### config.mk
export PLATFORM = sky130hd
export DESIGN_NAME = rom_mux_rd
export DESIGN_NICKNAME = d
export VERILOG_FILES = /design/src/rtl/rmr_pkg.sv /design/src/rtl/rmr_seq.sv /design/src/rtl/rmr_pin_mux.sv /design/src/rtl/rmr_capture.sv /design/src/rtl/rom_mux_rd.sv
export SDC_FILE = /design/constraint.sdc
export NUM_CORES = 1
export LEC_CHECK = 0
export ABC_CLOCK_PERIOD_IN_PS = 4300
export BUFFER_PORTS_ARGS = -buffer_cell sky130_fd_sc_hd__clkbuf_2
export CORE_ASPECT_RATIO = 2
export CORE_MARGIN = 4
export CORE_UTILIZATION = 54
export DETAILED_ROUTE_END_ITERATION = 7
export GPL_ROUTABILITY_DRIVEN = 0
export PLACE_DENSITY_LB_ADDON = 0.12
export SYNTH_ARGS = -nofsm -noshare
export SYNTH_HDL_FRONTEND = slang
export SYNTH_SLANG_ARGS = --single-unit
### constraint.sdc
create_clock -name clk_i -period 4.3 [get_ports clk_i]
set_clock_uncertainty 0.1 [all_clocks]
set_input_delay 0.215 -clock clk_i [delete_from_list [all_inputs] [get_ports clk_i]]
set_output_delay 0.215 -clock clk_i [all_outputs]
set_load 0.01 [all_outputs]
### src/rtl/rmr_pkg.sv
package rmr_pkg;
  typedef enum logic [3:0] {
    ST_IDLE,
    ST_L0_SETUP,
    ST_L0_STROBE,
    ST_L0_HOLD,
    ST_L1_SETUP,
    ST_L1_STROBE,
    ST_L1_HOLD,
    ST_ACCESS,
    ST_FINISH
  } rmr_state_e;

  function automatic rmr_state_e rmr_succ(rmr_state_e s);
    case (s)
      ST_IDLE:      return ST_L0_SETUP;
      ST_L0_SETUP:  return ST_L0_STROBE;
      ST_L0_STROBE: return ST_L0_HOLD;
      ST_L0_HOLD:   return ST_L1_SETUP;
      ST_L1_SETUP:  return ST_L1_STROBE;
      ST_L1_STROBE: return ST_L1_HOLD;
      ST_L1_HOLD:   return ST_ACCESS;
      ST_ACCESS:    return ST_FINISH;
      default:      return ST_IDLE;
    endcase
  endfunction
endpackage

### src/rtl/rmr_seq.sv
module rmr_seq
  import rmr_pkg::*;
#(
  parameter int unsigned AW         = 18,
  parameter int unsigned SETUP_CYC  = 1,
  parameter int unsigned STROBE_CYC = 1,
  parameter int unsigned HOLD_CYC   = 1,
  parameter int unsigned ACCESS_CYC = 2
) (
  input  logic          clk_i,
  input  logic          rst_ni,
  input  logic          req_i,
  input  logic [AW-1:0] addr_i,
  output rmr_state_e    state_o,
  output logic [AW-1:0] addr_o,
  output logic          sample_o,
  output logic          ready_o
);
  localparam int unsigned MAX_AB = (SETUP_CYC > STROBE_CYC) ? SETUP_CYC : STROBE_CYC;
  localparam int unsigned MAX_CD = (HOLD_CYC > ACCESS_CYC) ? HOLD_CYC : ACCESS_CYC;
  localparam int unsigned MAXC   = (MAX_AB > MAX_CD) ? MAX_AB : MAX_CD;
  localparam int unsigned CW     = (MAXC > 1) ? $clog2(MAXC) : 1;

  rmr_state_e    state_q, state_d;
  logic [CW-1:0] cnt_q;
  logic [AW-1:0] addr_q;
  logic          idle, adv;

  // cycles spent in a state, minus one
  function automatic logic [CW-1:0] dwell(rmr_state_e s);
    case (s)
      ST_L0_SETUP, ST_L1_SETUP:   return CW'(SETUP_CYC - 1);
      ST_L0_STROBE, ST_L1_STROBE: return CW'(STROBE_CYC - 1);
      ST_L0_HOLD, ST_L1_HOLD:     return CW'(HOLD_CYC - 1);
      ST_ACCESS:                  return CW'(ACCESS_CYC - 1);
      default:                    return '0;
    endcase
  endfunction

  assign idle    = (state_q == ST_IDLE);
  assign adv     = idle ? req_i : (cnt_q == '0);
  assign state_d = adv ? rmr_succ(state_q) : state_q;

  always_ff @(posedge clk_i or negedge rst_ni) begin
    if (!rst_ni) begin
      state_q <= ST_IDLE;
      cnt_q   <= '0;
      addr_q  <= '0;
    end else begin
      state_q <= state_d;
      if (adv)        cnt_q <= dwell(state_d);
      else if (!idle) cnt_q <= cnt_q - 1'b1;
      if (idle && req_i) addr_q <= addr_i;
    end
  end

  assign state_o  = state_q;
  assign addr_o   = addr_q;
  assign sample_o = (state_q == ST_ACCESS) && (cnt_q == '0);
  assign ready_o  = idle;

  a_r6_addr_frozen: assert property (@(posedge clk_i) disable iff (!rst_ni)
    !idle |=> $stable(addr_q));
  a_r9_entry_from_idle: assert property (@(posedge clk_i) disable iff (!rst_ni)
    (state_q == ST_L0_SETUP && $past(state_q) != ST_L0_SETUP) |-> $past(state_q) == ST_IDLE);
  a_r2_cnt_bound: assert property (@(posedge clk_i) disable iff (!rst_ni)
    32'(cnt_q) < MAXC);
endmodule

### src/rtl/rmr_pin_mux.sv
module rmr_pin_mux
  import rmr_pkg::*;
#(
  parameter int unsigned DW = 8,
  localparam int unsigned AW = 2 + 2 * DW
) (
  input  rmr_state_e    state_i,
  input  logic [AW-1:0] addr_i,
  output logic [DW-1:0] bus_o,
  output logic          bus_oe_o,
  output logic          a0_o,
  output logic          a1_o,
  output logic          ce_no
);
  logic [DW-1:0] lo_byte, hi_byte;

  assign lo_byte = addr_i[DW+1:2];
  assign hi_byte = addr_i[AW-1:DW+2];

  always_comb begin
    bus_o    = '0;
    bus_oe_o = 1'b0;
    a0_o     = 1'b0;
    a1_o     = 1'b0;
    ce_no    = 1'b1;
    case (state_i)
      ST_L0_SETUP, ST_L0_STROBE, ST_L0_HOLD: begin
        bus_oe_o = 1'b1;
        bus_o    = lo_byte;
        a1_o     = (state_i == ST_L0_STROBE);
      end
      ST_L1_SETUP, ST_L1_STROBE, ST_L1_HOLD: begin
        bus_oe_o = 1'b1;
        bus_o    = hi_byte;
        a0_o     = 1'b1;
        a1_o     = (state_i == ST_L1_STROBE);
      end
      ST_ACCESS: begin
        ce_no = 1'b0;
        a0_o  = addr_i[0];
        a1_o  = addr_i[1];
      end
      ST_FINISH: ce_no = 1'b0;  // keep latches closed while strobe drops
      default: ;
    endcase
  end
endmodule

### src/rtl/rmr_capture.sv
module rmr_capture #(
  parameter int unsigned DW = 8
) (
  input  logic          clk_i,
  input  logic          rst_ni,
  input  logic          sample_i,
  input  logic [DW-1:0] bus_i,
  output logic [DW-1:0] data_o,
  output logic          done_o
);
  logic [DW-1:0] data_q;
  logic          done_q;

  always_ff @(posedge clk_i or negedge rst_ni) begin
    if (!rst_ni) begin
      data_q <= '0;
      done_q <= 1'b0;
    end else begin
      done_q <= sample_i;
      if (sample_i) data_q <= bus_i;
    end
  end

  assign data_o = data_q;
  assign done_o = done_q;

  a_r5_done_single: assert property (@(posedge clk_i) disable iff (!rst_ni)
    done_q |=> !done_q);
  a_r5_data_held: assert property (@(posedge clk_i) disable iff (!rst_ni)
    !sample_i |=> $stable(data_q));
endmodule

### src/rtl/rom_mux_rd.sv
module rom_mux_rd
  import rmr_pkg::*;
#(
  parameter int unsigned DW         = 8,
  parameter int unsigned SETUP_CYC  = 1,
  parameter int unsigned STROBE_CYC = 1,
  parameter int unsigned HOLD_CYC   = 1,
  parameter int unsigned ACCESS_CYC = 2,
  localparam int unsigned AW        = 2 + 2 * DW
) (
  input  logic          clk_i,
  input  logic          rst_ni,
  input  logic          req_i,
  input  logic [AW-1:0] addr_i,
  output logic          ready_o,
  output logic          done_o,
  output logic [DW-1:0] data_o,
  output logic          rom_a0_o,
  output logic          rom_a1_o,
  output logic          rom_ce_no,
  output logic [DW-1:0] bus_o,
  output logic          bus_oe_o,
  input  logic [DW-1:0] bus_i
);
  rmr_state_e    state;
  logic [AW-1:0] addr_q;
  logic          sample;

  rmr_seq #(
    .AW(AW), .SETUP_CYC(SETUP_CYC), .STROBE_CYC(STROBE_CYC),
    .HOLD_CYC(HOLD_CYC), .ACCESS_CYC(ACCESS_CYC)
  ) u_seq (
    .clk_i(clk_i), .rst_ni(rst_ni), .req_i(req_i), .addr_i(addr_i),
    .state_o(state), .addr_o(addr_q), .sample_o(sample), .ready_o(ready_o)
  );

  rmr_pin_mux #(.DW(DW)) u_mux (
    .state_i(state), .addr_i(addr_q), .bus_o(bus_o), .bus_oe_o(bus_oe_o),
    .a0_o(rom_a0_o), .a1_o(rom_a1_o), .ce_no(rom_ce_no)
  );

  rmr_capture #(.DW(DW)) u_cap (
    .clk_i(clk_i), .rst_ni(rst_ni), .sample_i(sample), .bus_i(bus_i),
    .data_o(data_o), .done_o(done_o)
  );

  a_r4_no_contention: assert property (@(posedge clk_i) disable iff (!rst_ni)
    bus_oe_o |-> rom_ce_no);
  a_r2_bus_steady_at_close: assert property (@(posedge clk_i) disable iff (!rst_ni)
    ($fell(rom_a1_o) && rom_ce_no) |-> ($stable(bus_o) && bus_oe_o));
  a_r1_idle_pins: assert property (@(posedge clk_i) disable iff (!rst_ni)
    ready_o |-> (rom_ce_no && !bus_oe_o && !rom_a1_o && !done_o));
  a_r7_ce_before_done: assert property (@(posedge clk_i) disable iff (!rst_ni)
    done_o |-> (!rom_ce_no && !rom_a1_o && !bus_oe_o));
endmodule

# After elaboration in Yosys (flattened, before gate mapping)

Memory sizes are Yosys's and may differ from the RTL's.
Cells that the tools add are included.

Flip-flop bits (word level): 32
Bits in read-only memories: 32
Input port bits: 29
Output and inout bits: 22
Logic and storage cells: 36
Memories: 1

Memories:

| name            | words | bits a word | read ports | clocked after memory_dff | wr ports | line          | text |
|---|---|---|---|---|---|---|---|
| (no name shown) | 8     | 4           | 1          | 0                        | 0        | rmr_pkg.sv:15 | `case (s)` |

Add/sub/neg operators: 1
Equal/unequal tests: 10
Mux-type cells: 11
Bitwise operators: 1
Reduce and logical (&&, ||, !) cells: 7

Operators with widths:

| kind                                          | number |
|---|---|
| == test 4 x 3 -> 1 bit, second input constant | 5 |
| case mux 8 bit (2 select lines)               | 1 |
| == test 4 x 2 -> 1 bit, second input constant | 2 |
| 2-to-1 mux 4 bit                              | 2 |
| 2-to-1 mux 1 bit                              | 6 |
| OR reduction 3 bit                            | 2 |
| OR reduction 6 bit                            | 1 |
| == test 4 x 1 -> 1 bit, second input constant | 1 |
| == test 4 bit, second input constant          | 1 |
| logical NOT 4 bit                             | 1 |
| case mux 1 bit (3 select lines)               | 1 |
| logical AND 1 bit                             | 2 |
| inequality test 2 bit, second input constant  | 1 |
| case mux 1 bit (2 select lines)               | 1 |
| OR reduction 2 bit                            | 1 |
| NOT 1 bit                                     | 1 |
| subtractor 1 bit, second input constant       | 1 |

# Longest topological paths before layout

Depth after elaboration: 6
Mapped depth: 7
Depth with buffers taken out: 5

# By module

Synthesis repeated with hierarchy kept, for this count alone.

Cells, all modules: 131
Area, all modules: 1665.3 µm²

Modules (own cells, without submodules):

| module      | instances | cells each | area an instance (µm²) | sequential area each (µm²) |
|---|---|---|---|---|
| rmr_seq     | 1         | 72         | 1062.3                 | 575.6 |
| rmr_capture | 1         | 18         | 356.6                  | 225.2 |
| rmr_pin_mux | 1         | 41         | 246.5                  | 0.0 |

# Worst setup path after synthesis

No wires, ideal clock.

Kind: register -> register
From: register u_seq.state_q[0] (netlist: u_seq.state_o[0])
To: register u_seq.addr_q[10] (netlist: u_seq.addr_o[10])
Library setup time: 0.125 ns
Data arrival time: 1.805 ns
Required time: 4.075 ns
Slack: 2.270 ns
Cell stages (with the launch flop): 8
Buffers on the path: 2
Clock period less this slack: 2.030 ns
Cell sequence: dfrtp_1 > inv_1 > ha_1 > nor3b_4 > and2_4 > buf_12 > buf_12 > mux2_4

Cells in the longest elaborated chain, start to end: 2

Ends and longest elaborated chain:

| element                | line             | text |
|---|---|---|
| start, declared        | rmr_seq.sv:24    | `rmr_state_e state_q, state_d;` |
| start signal, assigned | rmr_seq.sv:50    | `state_q <= state_d;` |
| logical NOT 4 bit      | rmr_seq.sv:40    | `assign idle = (state_q == ST_IDLE);` |
| net ready_o            | rom_mux_rd.sv:15 | `output logic ready_o,` |
| logical AND 1 bit      | rmr_seq.sv:53    | `if (idle && req_i) addr_q <= addr_i;` |
| end signal, assigned   | rmr_seq.sv:53    |  |
| end, declared          | rmr_seq.sv:26    | `logic [AW-1:0] addr_q;` |

The timed path passes the listed nets, and every way through them passes these cells.
A chain may end at the register's enable or synchronous reset.

# Worst setup path after layout

From: register u_seq.state_q[0] (netlist: u_seq.state_o[0])
To: output port bus_o[5]

Cells in the longest elaborated chain, start to end: 3
Elaborated cells between the ends (all ways): 9
Those cells by class: eq/ne (6); mux (1); reduce/logical (2)

Ends and longest elaborated chain:

| element                                              | line              | text |
|---|---|---|
| == test 4 x 3 -> 1 bit, or another cell as far along | rmr_pin_mux.sv:26 | `case (state_i)` |
| OR reduction 3 bit, on equally long branches         | -                 |  |
| case mux 8 bit (2 select lines) (*)                  | rmr_pin_mux.sv:26 |  |
| end, declared                                        | rom_mux_rd.sv:21  | `output logic [DW-1:0] bus_o,` |

Every way passes the cells marked *; elsewhere a longest branch is shown, timed or not.

==> flow_metrics.env <==
export IMPL_fmax_ghz=0.410
export IMPL_worstPathCellList="inv_1, ha_1, nor3_1, nor3_2, a22o_1, clkbuf_2"
export IMPL_regArea_sq_um=801
export IMPL_multi_input_area_sq_um=742
export IMPL_grt_setup_unrepaired="false"
export IMPL_leakage_nw=0.984
export IMPL_n_fill_cell=254
export IMPL_synth_edf_count=0
export IMPL_drv_cap=0
export IMPL_ys_top_cells_by_count="dfrtp_1, mux2_4, a22o_1, mux2_2"
export IMPL_synth_seq_cells=32
export IMPL_ys_types=32
export IMPL_wire_per_inst_um=17.0
export IMPL_grt_max_degree=33
export IMPL_max_slew_margin_rel_pct=49.7
export IMPL_netlist_instances=115
export IMPL_cp_max_fo=10
export IMPL_worst_setup_path_end_kind="primary output"
export IMPL_hold_path_class="input port to flop"
export IMPL_syn_area_sq_mm=0.00164
export IMPL_fp_dieW_um=46.9
export IMPL_io_buffers=50
export IMPL_avgSynthCellArea_sq_um=14.2
export IMPL_grt_total_usage_pct=19.9
export IMPL_grt_overflow=0
export IMPL_synth_mux_area_share_pct=23.9
export IMPL_n_antenna_cell=0
export IMPL_antenna_found_initial=0
export IMPL_fp_coreArea_sq_mm=0.00294
export IMPL_status="complete, no violations"
export IMPL_final_nets=201
export IMPL_cts_tree="built"
export IMPL_power_mw=1.62
export IMPL_ir_drop_v=0.000417
export IMPL_drive_above_1_share_pct=52.4
export IMPL_setup_ws_ps=1860
export IMPL_final_min_clock_period_ps=2440
export IMPL_slowest_delay_ps=560
export IMPL_syn_nets=149
export IMPL_cts_root_buffer="clkbuf_8"
export IMPL_grt_pass1_wl_um=5690
export IMPL_critPathKind="flop to primary output"
export IMPL_start_util_pct=55.6
export IMPL_synth_compound_area_share_pct=9.10
export IMPL_numCtsBuffers=5
export IMPL_pin_count=51
export IMPL_yosysMostFrequentCell="dfrtp_1"
export IMPL_clk_pin_slew_ps=60
export IMPL_dr_pass1_iters=4
export IMPL_place_hpwl_um=2520
export IMPL_drtIter0Drc=28
export IMPL_ys_seq_area_share_pct=49.0
export IMPL_startpoint_type="flop"
export IMPL_async_reset_ff_share_pct=100
export IMPL_area_growth_pct=19.0
export IMPL_clock_sinks=32
export IMPL_synth_flop_cell="dfrtp_1"
export IMPL_vias=1102
export IMPL_ant_nets=0
export IMPL_clock_latency_ps=280
export IMPL_worst_ep_arrival_time_ps=2120
export IMPL_ctsResizeCount=0
export IMPL_preCtsSetupSlack_ps=2180
export IMPL_synth_area_leaders="dfrtp_1, mux2_4, mux2_2"
export IMPL_synth_top_family_by_area="multiplexers"
export IMPL_slowest_stage="nor3_2"
export IMPL_synth_fa_ha_area_share_pct=3.83
export IMPL_tightestPinTransition_ps=754
export IMPL_setup_viol=0
export IMPL_finalMaxSlewViolations=0
export IMPL_required_ps=3980
export IMPL_grt_pass1_vias=1236
export IMPL_yosys_warnings=0
export IMPL_cts_max_level=2
export IMPL_drc=0
export IMPL_drt_wl_total_um=3370
export IMPL_critPathTopFamily="simple AND/OR/NAND/NOR gates"
export IMPL_hold_violations=0
export IMPL_yosys_area_share_simple_pct=8.03
export IMPL_die_y_um=85.8
export IMPL_synth_top_area_share_pct=49.0
export IMPL_fp_dieArea_sq_mm=0.00403
export IMPL_powerDensity_mw_per_mm2=831
export IMPL_rows=28
export IMPL_crit_buf_inv=2
export IMPL_period_share_pct=56.7
export IMPL_final_setup_tns_ps=0
export IMPL_viasPerCell=5.57
export IMPL_synthXorXnorAreaFrac_pct=0.536
export IMPL_clockBufferDepth=2
export IMPL_synth_top_area_cell="dfrtp_1"
[cell families after synthesis]
family | Yosys count
AND/OR/NAND/NOR | 19
XOR/XNOR | 1
flip-flops | 32
multiplexers | 29
AO/OA/AOI/OAI | 19
adder cells (fa/ha/maj) | 5
buffers and inverters | 10
[timing repair]
item / 4_1_cts / 5_1_grt
hold buffers: 1 / 0
buffers inserted: 0 / 0
endpoints found under the hold margin: 32 / 0
[final timing paths]
path                                             startpoint                          end  slack, ps  cells after the start
worst max-delay path             u_seq.state_o[0]$_DFF_PN0_                     bus_o[5]       1860                      6
worst min-delay path                               bus_i[1]  u_cap.data_o[1]$_DFFE_PN0P_         60                      2
worst max register to register   u_seq.state_o[0]$_DFF_PN0_  u_seq.addr_o[2]$_DFFE_PN0P_       2180                      5
worst min register to register  u_cap.data_o[5]$_DFFE_PN0P_  u_cap.data_o[5]$_DFFE_PN0P_        410                      1
max in group asynchronous                            rst_ni  u_seq.addr_o[1]$_DFFE_PN0P_       3180                      2
min in group asynchronous                            rst_ni  u_cap.data_o[1]$_DFFE_PN0P_        440                      2
[cells in the final DEF, fill, tap and decap left out, drive strengths merged]
cell type    count
o22ai            1
mux2            26
a311oi           1
mux2i            3
a21o             2
a21oi            2
ha               5
and2b            1
nor2b            1
o31a             1
or2              1
nor3b            3
nor3             2
o32ai            1
dfrtp           32
a22o             8
o2111ai          1
nand2            1
and3b            1
clkbuf          58
inv              4
and2             2
a211oi           1
dlygate4sd3      1
xor2             1
nor2             5
nand2b           2
o21ai            1
[report_power, final]
group | switching, mW | total [mW] | leakage [nW] | internal, mW
logic | 0.377 | 0.820 | 0.554 | 0.443
clock network | 0.103 | 0.233 | 0.0455 | 0.130
registers | 0.112 | 0.564 | 0.385 | 0.451
[sequential cells by signal, summed over array words and instances, names as in the netlist]
signal / count
u_seq.addr_o: 18
u_cap.done_o: 1
u_seq.state_o: 4
u_seq.cnt_q: 1
u_cap.data_o: 8
[metrics by stage]
step / utilization (%) / std cells / area [sq um] / hold WS (ps)
CTS: 66.1 / 198 / 1950 / 52.2
detailed placement: 62.7 / 189 / 1850 / 226
global placement: 62.7 / 189 / 1850 / 208
global route: 66.1 / 198 / 1950 / 52.2
floorplan: - / 115 / 1640 / -181
finish: 66.1 / 198 / 1950 / 63.1
[layout make-up]
class / instances / area share (%)
multi-input cells: 73 / 38.1
well taps: 30 / 1.93
repair buffers: 51 / 13.4
flip-flops and latches: 32 / 41.2
inverters: 4 / 0.772
clock buffers: 8 / 4.63
[layer usage]
metal / wire length (um) / share of wire (%) / track usage, % / up-vias
li1: - / - / - / 517
met1: 1250 / 37 / 22.6 / 549
met2: 1870 / 56 / 32.0 / 31
met3: 183 / 5.4 / 5.88 / 5
met4: 61 / 1.8 / 10.3 / 0
met5: 0 / 0 / 0 / -
Note: power is estimated with default switching activity, not from simulation.
